[src/rtl/ntt_bfly_pkg.sv]
package ntt_bfly_pkg;

  localparam int unsigned BF_Q   = 3329;
  localparam int unsigned BF_CW  = 12;
  localparam int unsigned BF_PW  = 2 * BF_CW;
  localparam int unsigned BF_SH  = BF_PW;
  localparam int unsigned BF_M   = (1 << BF_SH) / BF_Q;
  localparam int unsigned BF_MW  = $clog2(BF_M + 1);
  localparam int unsigned BF_EW  = BF_PW + BF_MW;
  localparam int unsigned BF_LAT = 4;

  typedef logic [BF_CW-1:0] coef_t;
  typedef logic [BF_PW-1:0] prod_t;

  typedef enum logic {
    BF_FWD_CT = 1'b0,
    BF_INV_GS = 1'b1
  } bf_mode_e;

  function automatic coef_t bf_mod_add(input coef_t x, input coef_t y);
    logic [BF_CW:0] s;
    s = {1'b0, x} + {1'b0, y};
    if (s >= (BF_CW+1)'(BF_Q)) s = s - (BF_CW+1)'(BF_Q);
    return s[BF_CW-1:0];
  endfunction

  function automatic coef_t bf_mod_sub(input coef_t x, input coef_t y);
    logic [BF_CW:0] d;
    d = {1'b0, x} - {1'b0, y};
    if (x < y) d = d + (BF_CW+1)'(BF_Q);
    return d[BF_CW-1:0];
  endfunction

endpackage

[src/rtl/ntt_bf_premul.sv]
module ntt_bf_premul
  import ntt_bfly_pkg::*;
(
  input  logic     clk,
  input  logic     rst_n,
  input  logic     in_valid,
  input  bf_mode_e in_mode,
  input  coef_t    in_a,
  input  coef_t    in_b,
  input  coef_t    in_w,
  output logic     m_valid,
  output bf_mode_e m_mode,
  output coef_t    m_a,
  output coef_t    m_b,
  output prod_t    m_prod
);

  // stage 1: the pre-multiply difference the inverse form needs
  logic     s1_valid;
  bf_mode_e s1_mode;
  coef_t    s1_a, s1_b, s1_w, s1_diff;
  coef_t    diff_now;

  assign diff_now = bf_mod_sub(in_a, in_b);

  always_ff @(posedge clk or negedge rst_n) begin
    if (!rst_n) begin
      s1_valid <= 1'b0;
      s1_mode  <= BF_FWD_CT;
      s1_a     <= '0;
      s1_b     <= '0;
      s1_w     <= '0;
      s1_diff  <= '0;
    end else begin
      s1_valid <= in_valid;
      s1_mode  <= in_mode;
      s1_a     <= in_a;
      s1_b     <= in_b;
      s1_w     <= in_w;
      s1_diff  <= diff_now;
    end
  end

  // stage 2: operand mux in front of the only multiplier
  coef_t mul_opnd;
  prod_t mul_full;

  assign mul_opnd = (s1_mode == BF_INV_GS) ? s1_diff : s1_b;
  assign mul_full = BF_PW'(s1_w) * BF_PW'(mul_opnd);

  always_ff @(posedge clk or negedge rst_n) begin
    if (!rst_n) begin
      m_valid <= 1'b0;
      m_mode  <= BF_FWD_CT;
      m_a     <= '0;
      m_b     <= '0;
      m_prod  <= '0;
    end else begin
      m_valid <= s1_valid;
      m_mode  <= s1_mode;
      m_a     <= s1_a;
      m_b     <= s1_b;
      m_prod  <= mul_full;
    end
  end

  // the registered difference is already a reduced residue
  a_r2_diff_reduced: assert property (@(posedge clk) disable iff (!rst_n)
    s1_valid |-> (int'(s1_diff) < int'(BF_Q)));

  // the product stays below q squared, the range Barrett is sized for
  a_r3_prod_bounded: assert property (@(posedge clk) disable iff (!rst_n)
    m_valid |-> (int'(m_prod) < int'(BF_Q) * int'(BF_Q)));

endmodule

[src/rtl/ntt_bf_barrett.sv]
module ntt_bf_barrett
  import ntt_bfly_pkg::*;
(
  input  logic     clk,
  input  logic     rst_n,
  input  logic     in_valid,
  input  bf_mode_e in_mode,
  input  coef_t    in_a,
  input  coef_t    in_b,
  input  prod_t    in_prod,
  output logic     r_valid,
  output bf_mode_e r_mode,
  output coef_t    r_a,
  output coef_t    r_b,
  output coef_t    r_val
);

  logic [BF_EW-1:0] est_full;
  logic [BF_MW-1:0] quot_est;
  prod_t            rem_raw;
  logic             corr_taken;
  coef_t            rem_fixed;

  assign est_full   = BF_EW'(in_prod) * BF_EW'(BF_M);
  assign quot_est   = est_full[BF_EW-1 -: BF_MW];
  assign rem_raw    = in_prod - BF_PW'(quot_est) * BF_PW'(BF_Q);
  assign corr_taken = (rem_raw >= BF_PW'(BF_Q));
  assign rem_fixed  = corr_taken ? coef_t'(rem_raw - BF_PW'(BF_Q)) : coef_t'(rem_raw);

  always_ff @(posedge clk or negedge rst_n) begin
    if (!rst_n) begin
      r_valid <= 1'b0;
      r_mode  <= BF_FWD_CT;
      r_a     <= '0;
      r_b     <= '0;
      r_val   <= '0;
    end else begin
      r_valid <= in_valid;
      r_mode  <= in_mode;
      r_a     <= in_a;
      r_b     <= in_b;
      r_val   <= rem_fixed;
    end
  end

  // a single correction by q suffices for every in-range product
  a_r3_one_correction: assert property (@(posedge clk) disable iff (!rst_n)
    in_valid |-> (int'(rem_raw) < 2 * int'(BF_Q)));

  // the reducer output equals the true remainder of the product
  a_r1_reduce_exact: assert property (@(posedge clk) disable iff (!rst_n)
    r_valid |-> (int'(r_val) == int'($past(in_prod)) % int'(BF_Q)));

endmodule

[src/rtl/ntt_bf_postadd.sv]
module ntt_bf_postadd
  import ntt_bfly_pkg::*;
(
  input  logic     clk,
  input  logic     rst_n,
  input  logic     in_valid,
  input  bf_mode_e in_mode,
  input  coef_t    in_a,
  input  coef_t    in_b,
  input  coef_t    in_r,
  output logic     out_valid,
  output coef_t    out_a,
  output coef_t    out_b
);

  // operand muxes for the shared adder and subtractor
  coef_t add_rhs, sub_lhs, sub_rhs;
  coef_t sum_now, dif_now;
  logic  inv_sel;

  assign inv_sel = (in_mode == BF_INV_GS);
  assign add_rhs = inv_sel ? in_b : in_r;
  assign sub_lhs = inv_sel ? in_r : in_a;
  assign sub_rhs = inv_sel ? '0   : in_r;
  assign sum_now = bf_mod_add(in_a, add_rhs);
  assign dif_now = bf_mod_sub(sub_lhs, sub_rhs);

  always_ff @(posedge clk or negedge rst_n) begin
    if (!rst_n) begin
      out_valid <= 1'b0;
      out_a     <= '0;
      out_b     <= '0;
    end else begin
      out_valid <= in_valid;
      out_a     <= sum_now;
      out_b     <= dif_now;
    end
  end

  // both results leave reduced
  a_r3_out_a_range: assert property (@(posedge clk) disable iff (!rst_n)
    out_valid |-> (int'(out_a) < int'(BF_Q)));
  a_r3_out_b_range: assert property (@(posedge clk) disable iff (!rst_n)
    out_valid |-> (int'(out_b) < int'(BF_Q)));

endmodule

[src/rtl/ntt_unified_butterfly.sv]
module ntt_unified_butterfly
  import ntt_bfly_pkg::*;
(
  input  logic                clk,
  input  logic                rst_n,
  input  logic                in_valid,
  input  logic                in_mode,
  input  logic [BF_CW-1:0]    in_a,
  input  logic [BF_CW-1:0]    in_b,
  input  logic [BF_CW-1:0]    in_w,
  output logic                out_valid,
  output logic [BF_CW-1:0]    out_a,
  output logic [BF_CW-1:0]    out_b
);

  logic     m_valid, r_valid;
  bf_mode_e m_mode, r_mode;
  coef_t    m_a, m_b, r_a, r_b, r_val;
  prod_t    m_prod;

  ntt_bf_premul u_premul (
    .clk      (clk),
    .rst_n    (rst_n),
    .in_valid (in_valid),
    .in_mode  (bf_mode_e'(in_mode)),
    .in_a     (in_a),
    .in_b     (in_b),
    .in_w     (in_w),
    .m_valid  (m_valid),
    .m_mode   (m_mode),
    .m_a      (m_a),
    .m_b      (m_b),
    .m_prod   (m_prod)
  );

  ntt_bf_barrett u_barrett (
    .clk      (clk),
    .rst_n    (rst_n),
    .in_valid (m_valid),
    .in_mode  (m_mode),
    .in_a     (m_a),
    .in_b     (m_b),
    .in_prod  (m_prod),
    .r_valid  (r_valid),
    .r_mode   (r_mode),
    .r_a      (r_a),
    .r_b      (r_b),
    .r_val    (r_val)
  );

  ntt_bf_postadd u_postadd (
    .clk       (clk),
    .rst_n     (rst_n),
    .in_valid  (r_valid),
    .in_mode   (r_mode),
    .in_a      (r_a),
    .in_b      (r_b),
    .in_r      (r_val),
    .out_valid (out_valid),
    .out_a     (out_a),
    .out_b     (out_b)
  );

  // cycles since reset release, saturating at the latency, for the checks below
  logic [2:0] since_rst;
  logic       window_full;

  always_ff @(posedge clk or negedge rst_n) begin
    if (!rst_n)                           since_rst <= '0;
    else if (since_rst != 3'(BF_LAT))     since_rst <= since_rst + 3'd1;
  end

  assign window_full = (since_rst == 3'(BF_LAT));

  // nothing appears before a post-reset input has crossed the pipe
  a_r7_quiet_after_reset: assert property (@(posedge clk) disable iff (!rst_n)
    !window_full |-> !out_valid);

  // output strobe follows the input strobe by four edges
  a_r4_valid_latency: assert property (@(posedge clk) disable iff (!rst_n)
    window_full |-> (out_valid == $past(in_valid, 4)));

  // forward form against a remainder-operator reference
  a_r1_forward_result: assert property (@(posedge clk) disable iff (!rst_n)
    (window_full && out_valid && !$past(in_mode, 4)) |->
      ((int'(out_a) == (int'($past(in_a, 4)) + (int'($past(in_w, 4)) * int'($past(in_b, 4))) % int'(BF_Q)) % int'(BF_Q)) &&
       (int'(out_b) == (int'($past(in_a, 4)) + int'(BF_Q) - (int'($past(in_w, 4)) * int'($past(in_b, 4))) % int'(BF_Q)) % int'(BF_Q))));

  // inverse form against a remainder-operator reference
  a_r2_inverse_result: assert property (@(posedge clk) disable iff (!rst_n)
    (window_full && out_valid && $past(in_mode, 4)) |->
      ((int'(out_a) == (int'($past(in_a, 4)) + int'($past(in_b, 4))) % int'(BF_Q)) &&
       (int'(out_b) == (int'($past(in_w, 4)) * ((int'($past(in_a, 4)) + int'(BF_Q) - int'($past(in_b, 4))) % int'(BF_Q))) % int'(BF_Q))));

endmodule

[config.mk]
export PLATFORM = sky130hd
export DESIGN_NAME = ntt_unified_butterfly
export DESIGN_NICKNAME = d
export VERILOG_FILES = /design/src/rtl/ntt_bfly_pkg.sv /design/src/rtl/ntt_bf_premul.sv /design/src/rtl/ntt_bf_barrett.sv /design/src/rtl/ntt_bf_postadd.sv /design/src/rtl/ntt_unified_butterfly.sv
export SDC_FILE = /design/constraint.sdc
export NUM_CORES = 1
export LEC_CHECK = 0
export BUFFER_PORTS_ARGS = -buffer_cell sky130_fd_sc_hd__buf_2
export CAP_MARGIN = 20
export CORE_MARGIN = 4
export CORE_UTILIZATION = 45
export CTS_BUF_LIST = sky130_fd_sc_hd__clkbuf_16
export DETAILED_ROUTE_END_ITERATION = 10
export PLACE_DENSITY = 0.67
export SYNTH_ARGS = -nofsm -noshare
export SYNTH_HDL_FRONTEND = slang
export SYNTH_SLANG_ARGS = --single-unit
[constraint.sdc]
create_clock -name clk -period 17.86 [get_ports clk]
set_input_delay 2.679 -clock clk [delete_from_list [all_inputs] [get_ports clk]]
set_output_delay 2.679 -clock clk [all_outputs]
set_load 0.1 [all_outputs]
=== Word level (Yosys, flattened, before mapping) ===
Index checks and enable logic that the tools add are counted.
W data, S select, Z words.

* Order comparisons: 4
* Muxes and demuxes: 8
* Multipliers: 3
* Add/sub/neg operators: 8

{| class="wikitable"
|+ Operators by type and width
! operator !! number
|-
| $mux W12 || 8
|-
| $mul A24 B13 Y37 const B || 1
|-
| $add A12 B12 Y12 const B || 2
|-
| $ge A24 B12 Y1 const B || 1
|-
| $lt A12 B12 Y1 || 2
|-
| $mul A12 B12 Y24 || 1
|-
| $mul A13 B12 Y24 const B || 1
|-
| $sub A12 B12 Y12 || 2
|-
| $sub A12 B12 Y12 const B || 2
|-
| $sub A24 B24 Y24 || 1
|-
| $add A12 B12 Y13 || 1
|-
| $ge A13 B12 Y1 const B || 1
|}

* Register bits after elaboration: 163
* Word-level logic and storage cells: 42
* Output and inout port bits: 25
* Input bits: 40

=== Depth between registers and ports, before layout ===
* Word-level depth: 5
* Gate-level depth with buffers: 42
* Gate-level depth less buffers: 40

=== By module ===
Synthesis repeated with hierarchy kept, for this count alone.

* Cells, all modules: 2094
* Area total of the unflattened synthesis: 20604.8 um^2

{| class="wikitable"
|+ By module, submodules not included
! module !! area each (um^2) !! cells each !! instances !! seq. area each (um^2)
|-
| ntt_bf_barrett || 9796.9 || 1003 || 1 || 950.9
|-
| ntt_bf_premul || 8119.0 || 782 || 1 || 2502.4
|-
| ntt_bf_postadd || 2688.8 || 309 || 1 || 625.6
|}

=== Worst setup path after synthesis ===
Ideal clock, no wire load.

* Path type: reg2reg
* Start point: register u_premul.m_prod[11]
* End point: register u_barrett.r_val[3]
* Period minus slack after synthesis: 9.688 ns
* Required time: 17.729 ns
* Path buffers: 1
* Cell stages (with the launch flop): 38
* Setup slack: 8.172 ns
* Arrival time: 9.556 ns
* Cells stage by stage: dfrtp_1 fa_1 fa_1 fa_1 fa_1 inv_1 fa_1 inv_1 ha_1 and3_1 a311oi_1 o21bai_1 and3_1 a221o_1 a211oi_1 a21oi_1 a211oi_1 o21bai_1 (+2 left out) ha_1 inv_1 fa_1 inv_1 fa_1 inv_1 ha_1 a21oi_1 o31ai_1 nor2b_1 a211o_1 nor2b_1 o311ai_1 nand4b_1 nor4_4 buf_6 nor2_1 xor2_1

* Longest elaborated chain between the ends: 5
* Elaborated cells on any way between the ends: 6
* Classes of those cells: add/sub (2); mul (2); order compare (1); mux (1)

{| class="wikitable"
|+ Ends and longest elaborated chain
! element !! RTL line !! text
|-
| start, declared || ntt_bf_premul.sv:15 || <nowiki>output prod_t m_prod</nowiki>
|-
| start signal, assigned || ntt_bf_premul.sv:63 || <nowiki>m_prod <= mul_full;</nowiki>
|-
| $mul A24 B13 Y37 || ntt_bf_barrett.sv:24 || <nowiki>assign est_full = BF_EW'(in_prod) * BF_EW'(BF_M);</nowiki>
|-
| $mul A13 B12 Y24 || ntt_bf_barrett.sv:26 || <nowiki>assign rem_raw = in_prod - BF_PW'(quot_est) * BF_PW'(BF_Q);</nowiki>
|-
| $sub A24 B24 Y24 (*) || ntt_bf_barrett.sv:26 ||
|-
| $ge A24 B12 Y1 / $sub A12 B12 Y12 (equally long branches) || ntt_bf_barrett.sv:27, ntt_bf_barrett.sv:28 ||
|-
| $mux W12 (*) || ntt_bf_barrett.sv:28 || <nowiki>assign rem_fixed = corr_taken ? coef_t'(rem_raw - BF_PW'(BF_Q)) : coef_t'(rem_raw);</nowiki>
|-
| net u_barrett.rem_fixed[3] || ntt_bf_barrett.sv:22 || <nowiki>coef_t rem_fixed;</nowiki>
|-
| end signal, assigned || ntt_bf_barrett.sv:42 || <nowiki>r_val <= rem_fixed;</nowiki>
|-
| end, declared || ntt_bf_barrett.sv:15 || <nowiki>output coef_t r_val</nowiki>
|}

Mark *: on every way through the listed nets, which the timed path passes. The rest lies on a longest branch.

=== Worst setup path in the final report ===
* Start point: register u_premul.m_prod[13]
* End point: register u_barrett.r_val[5]

Same word-level chain as after synthesis.

==> impl_metrics.toml <==
[clock_tree]
hold_buffers = 0
clockRootBuffer = "clkbuf_16"
cts_num_sinks = 163
postCtsSetupBuffers = 0
ctsHtreeMaxLevel = 4
cts_inserted_buffers = 17
clock_latency_ns = 0.46
cts_max_path_buffers = 2
tritoncts = "yes"
clkTransAtPathRegs_ns = 0.07
cts_resized = 0

[floorplanning]
core_area_sq_um = 43360
die_area_sq_um = 47520
die_h_um = 218.0
start_util_pct = 45.76
pin_count = 65
fp-row-count = 76
die_w_um = 218.0

[route]
drt_pass1_iterations = 5
vias_per_cell = 5.097
via_count = 13460
remaining_drc_errors = 0
routed_wl_mm = 40.78
ant_nets = 0
avgRoutedWirePerCell_um = 15.44
drtIter0Drc = 684

[critical_path]
crit_start = "u_premul.m_prod[13]"
path_delay_family = "adder cells"
endpoint_kind = "flip-flop"
slowest_stage = "nor4_4"
path_buf_inv = 5
path_common_cell = "fa_1"
critPathMaxStageDelay_ns = 0.72
critPathArrivalTime_ns = 11.32
r2r_slack_ns = 6.86
worstPathMaxFanout = 12
critPathKind = "flip-flop to flip-flop"
timing.rr.start = "u_premul.m_prod[13]"
startpoint_type = "flip-flop"
worstPathRequired_ns = 18.18

[sta]
rsz0062_at_grt = "false"
tightest_slew_ns = 0.8755
setup_violations = 0
hold_ws_ns = 0.3431
slew_headroom_pct = 41.64
fin_crit_ns = 11.00
setup_tns_ns = 0
post-route-period-util_pct = 61.59
fmax_ghz = 0.09091
hold_viol = 0
finalClockSkew_ns = 0.03286
maxSlewViolCount = 0

[job]
maxCapViolations = 0

[finish]
drive_above_1_share_pct = 6.566
fill_cells = 3944
layout.nets = 2648
final_area_sq_um = 21380
synthToLayoutAreaGrowth_pct = 7.743
diodes = 0

[status]
outcome = "complete, no violations"

[global_route]
overflow = 0
grt_pass1_vias = 14144
grt_max_degree = 92
antenna_found_initial = 0
grt_pass1_wl_mm = 69.91
gr-usage-all-layers_pct = 18.06

[worst_hold_path]
min_path_type = "flip-flop to flip-flop"
worstHoldStart = "u_premul.s1_a[6]"

[synthesis]
ys_ff_latch = 163
synth.most_common_cell = "inv_1"
avgSynthCellArea_sq_um = 9.951
synth-main-ff-cell = "dfrtp_1"
ys_top_cells_by_area = "fa_1 26%, dfrtp_1 21%, ha_1 19%"
syn_nets = 2599
ys_warn_count = 0
synthTopCellsByCount = "422 x inv_1, 306 x ha_1, 259 x fa_1, 163 x dfrtp_1, 145 x nand2_1"
synth_top_area_cell = "fa_1"
ys_async_sr_fraction_pct = 100.0
synth.top_cell.area_share_pct = 26.13
synth_cell_types = 70
synth_edf_count = 0
syn_area_sq_um = 19840
netlist_instances = 1994
seq_area_frac_synth_pct = 20.56

[placement]
port_buffers = 64
dpl-instance-area_sq_um = 20780
gp_congestion = 0.8606
hpwlAfterDp_mm = 34.63
-- worst paths after layout --
check,endpoint,depth (start not counted)
setup / recovery,u_barrett.r_val[5],36
hold / removal,u_premul.m_a[6],0
setup reg to reg,u_barrett.r_val[5],36
hold reg to reg,u_premul.m_a[6],0
max in group asynchronous,u_premul.m_prod[7],2
min in group asynchronous,u_premul.s1_w[9],1
-- layout by cell type (no fill, tap or decap), types with 4 or more instances in the layout --
| cell | count |
|---|---|
| a2111oi_0 | 6 |
| a211oi_1 | 9 |
| a21o_1 | 29 |
| a21oi_1 | 57 |
| a311oi_1 | 7 |
| a41oi_1 | 5 |
| and2_1 | 36 |
| and3_1 | 9 |
| buf_2 | 64 |
| buf_4 | 5 |
| clkbuf_16 | 17 |
| dfrtp_1 | 163 |
| fa_1 | 259 |
| ha_1 | 306 |
| inv_1 | 422 |
| inv_6 | 4 |
| mux2_2 | 22 |
| mux2i_1 | 8 |
| nand2_1 | 145 |
| nand2b_1 | 32 |
| nand3_1 | 27 |
| nand4_1 | 5 |
| nor2_1 | 65 |
| nor2b_1 | 45 |
| nor3_1 | 34 |
| nor4_1 | 5 |
| o21a_1 | 11 |
| o21ai_0 | 48 |
| o21bai_1 | 13 |
| o31a_1 | 4 |
| or2_2 | 5 |
| or3_1 | 8 |
| xnor2_1 | 66 |
| xor2_1 | 46 |
-- cell families after synthesis --
group           after synthesis  share of synthesized area, %
compound gates              233                         7.850
xor+xnor                    113                         5.057
fa+ha+maj                   565                         45.43
buf+inv                     462                         8.784
flops                       163                         20.56
mux                          30                         1.652
simple gates                428                         10.68
-- routing by layer --
metal  vias up  track usage, %  routed length [um]
met2       245           31.73               20990
met4         0           4.255                 658
met3        47           2.188                1257
met5         -               0                   0
li1       6468               -                   -
met1      6700           23.97               17870
-- final cells by class --
type,instances,area (sq um),share of cell area [%]
Tap cell,585,732.0,3.424
Inverter,422,1584,7.409
Clock buffer,17,425.4,1.990
Sequential cell,163,4079,19.08
Timing Repair Buffer,70,369.1,1.726
Multi-Input combinational cell,1369,14020,65.58
Clock inverter,15,168.9,0.7901
-- worst reg2reg max path: cells and delay by family, from the launching register on --
family	cells	cell delay, ns
adders and majority gates	11	4.87
AOI/OAI and AO/OA	11	2.80
buffers and inverters	5	0.25
and+or+nand+nor	7	1.79
xor gates and xnor gates	2	0.52
DFF	1	0.61
-- sequential cells by signal, summed over array words and instances (netlist names) --
signal	count
u_barrett.r_a	12
u_barrett.r_b	12
u_barrett.r_mode	1
u_barrett.r_val	12
u_barrett.r_valid	1
u_postadd.out_a	12
u_postadd.out_b	12
u_postadd.out_valid	1
u_premul.m_a	12
u_premul.m_b	12
u_premul.m_mode	1
u_premul.m_prod	24
u_premul.m_valid	1
u_premul.s1_a	12
u_premul.s1_b	12
u_premul.s1_diff	12
u_premul.s1_mode	1
u_premul.s1_valid	1
u_premul.s1_w	12
-- stage by stage --
stage | utilization, % | std cells | worst slack (ns)
6_report | 49.30 | 2641 | 6.860
5_1_grt | 49.30 | 2641 | 6.164
4_1_cts | 49.30 | 2641 | 6.839
3_5_place_dp | 47.93 | 2609 | 6.892
3_3_place_gp | 47.91 | 2607 | 7.094
2_1_floorplan | - | 1994 | 8.172
Power is left out: the tool's default activity adds up to more than one toggle a clock period on the data nets, which glitch-free logic cannot reach.
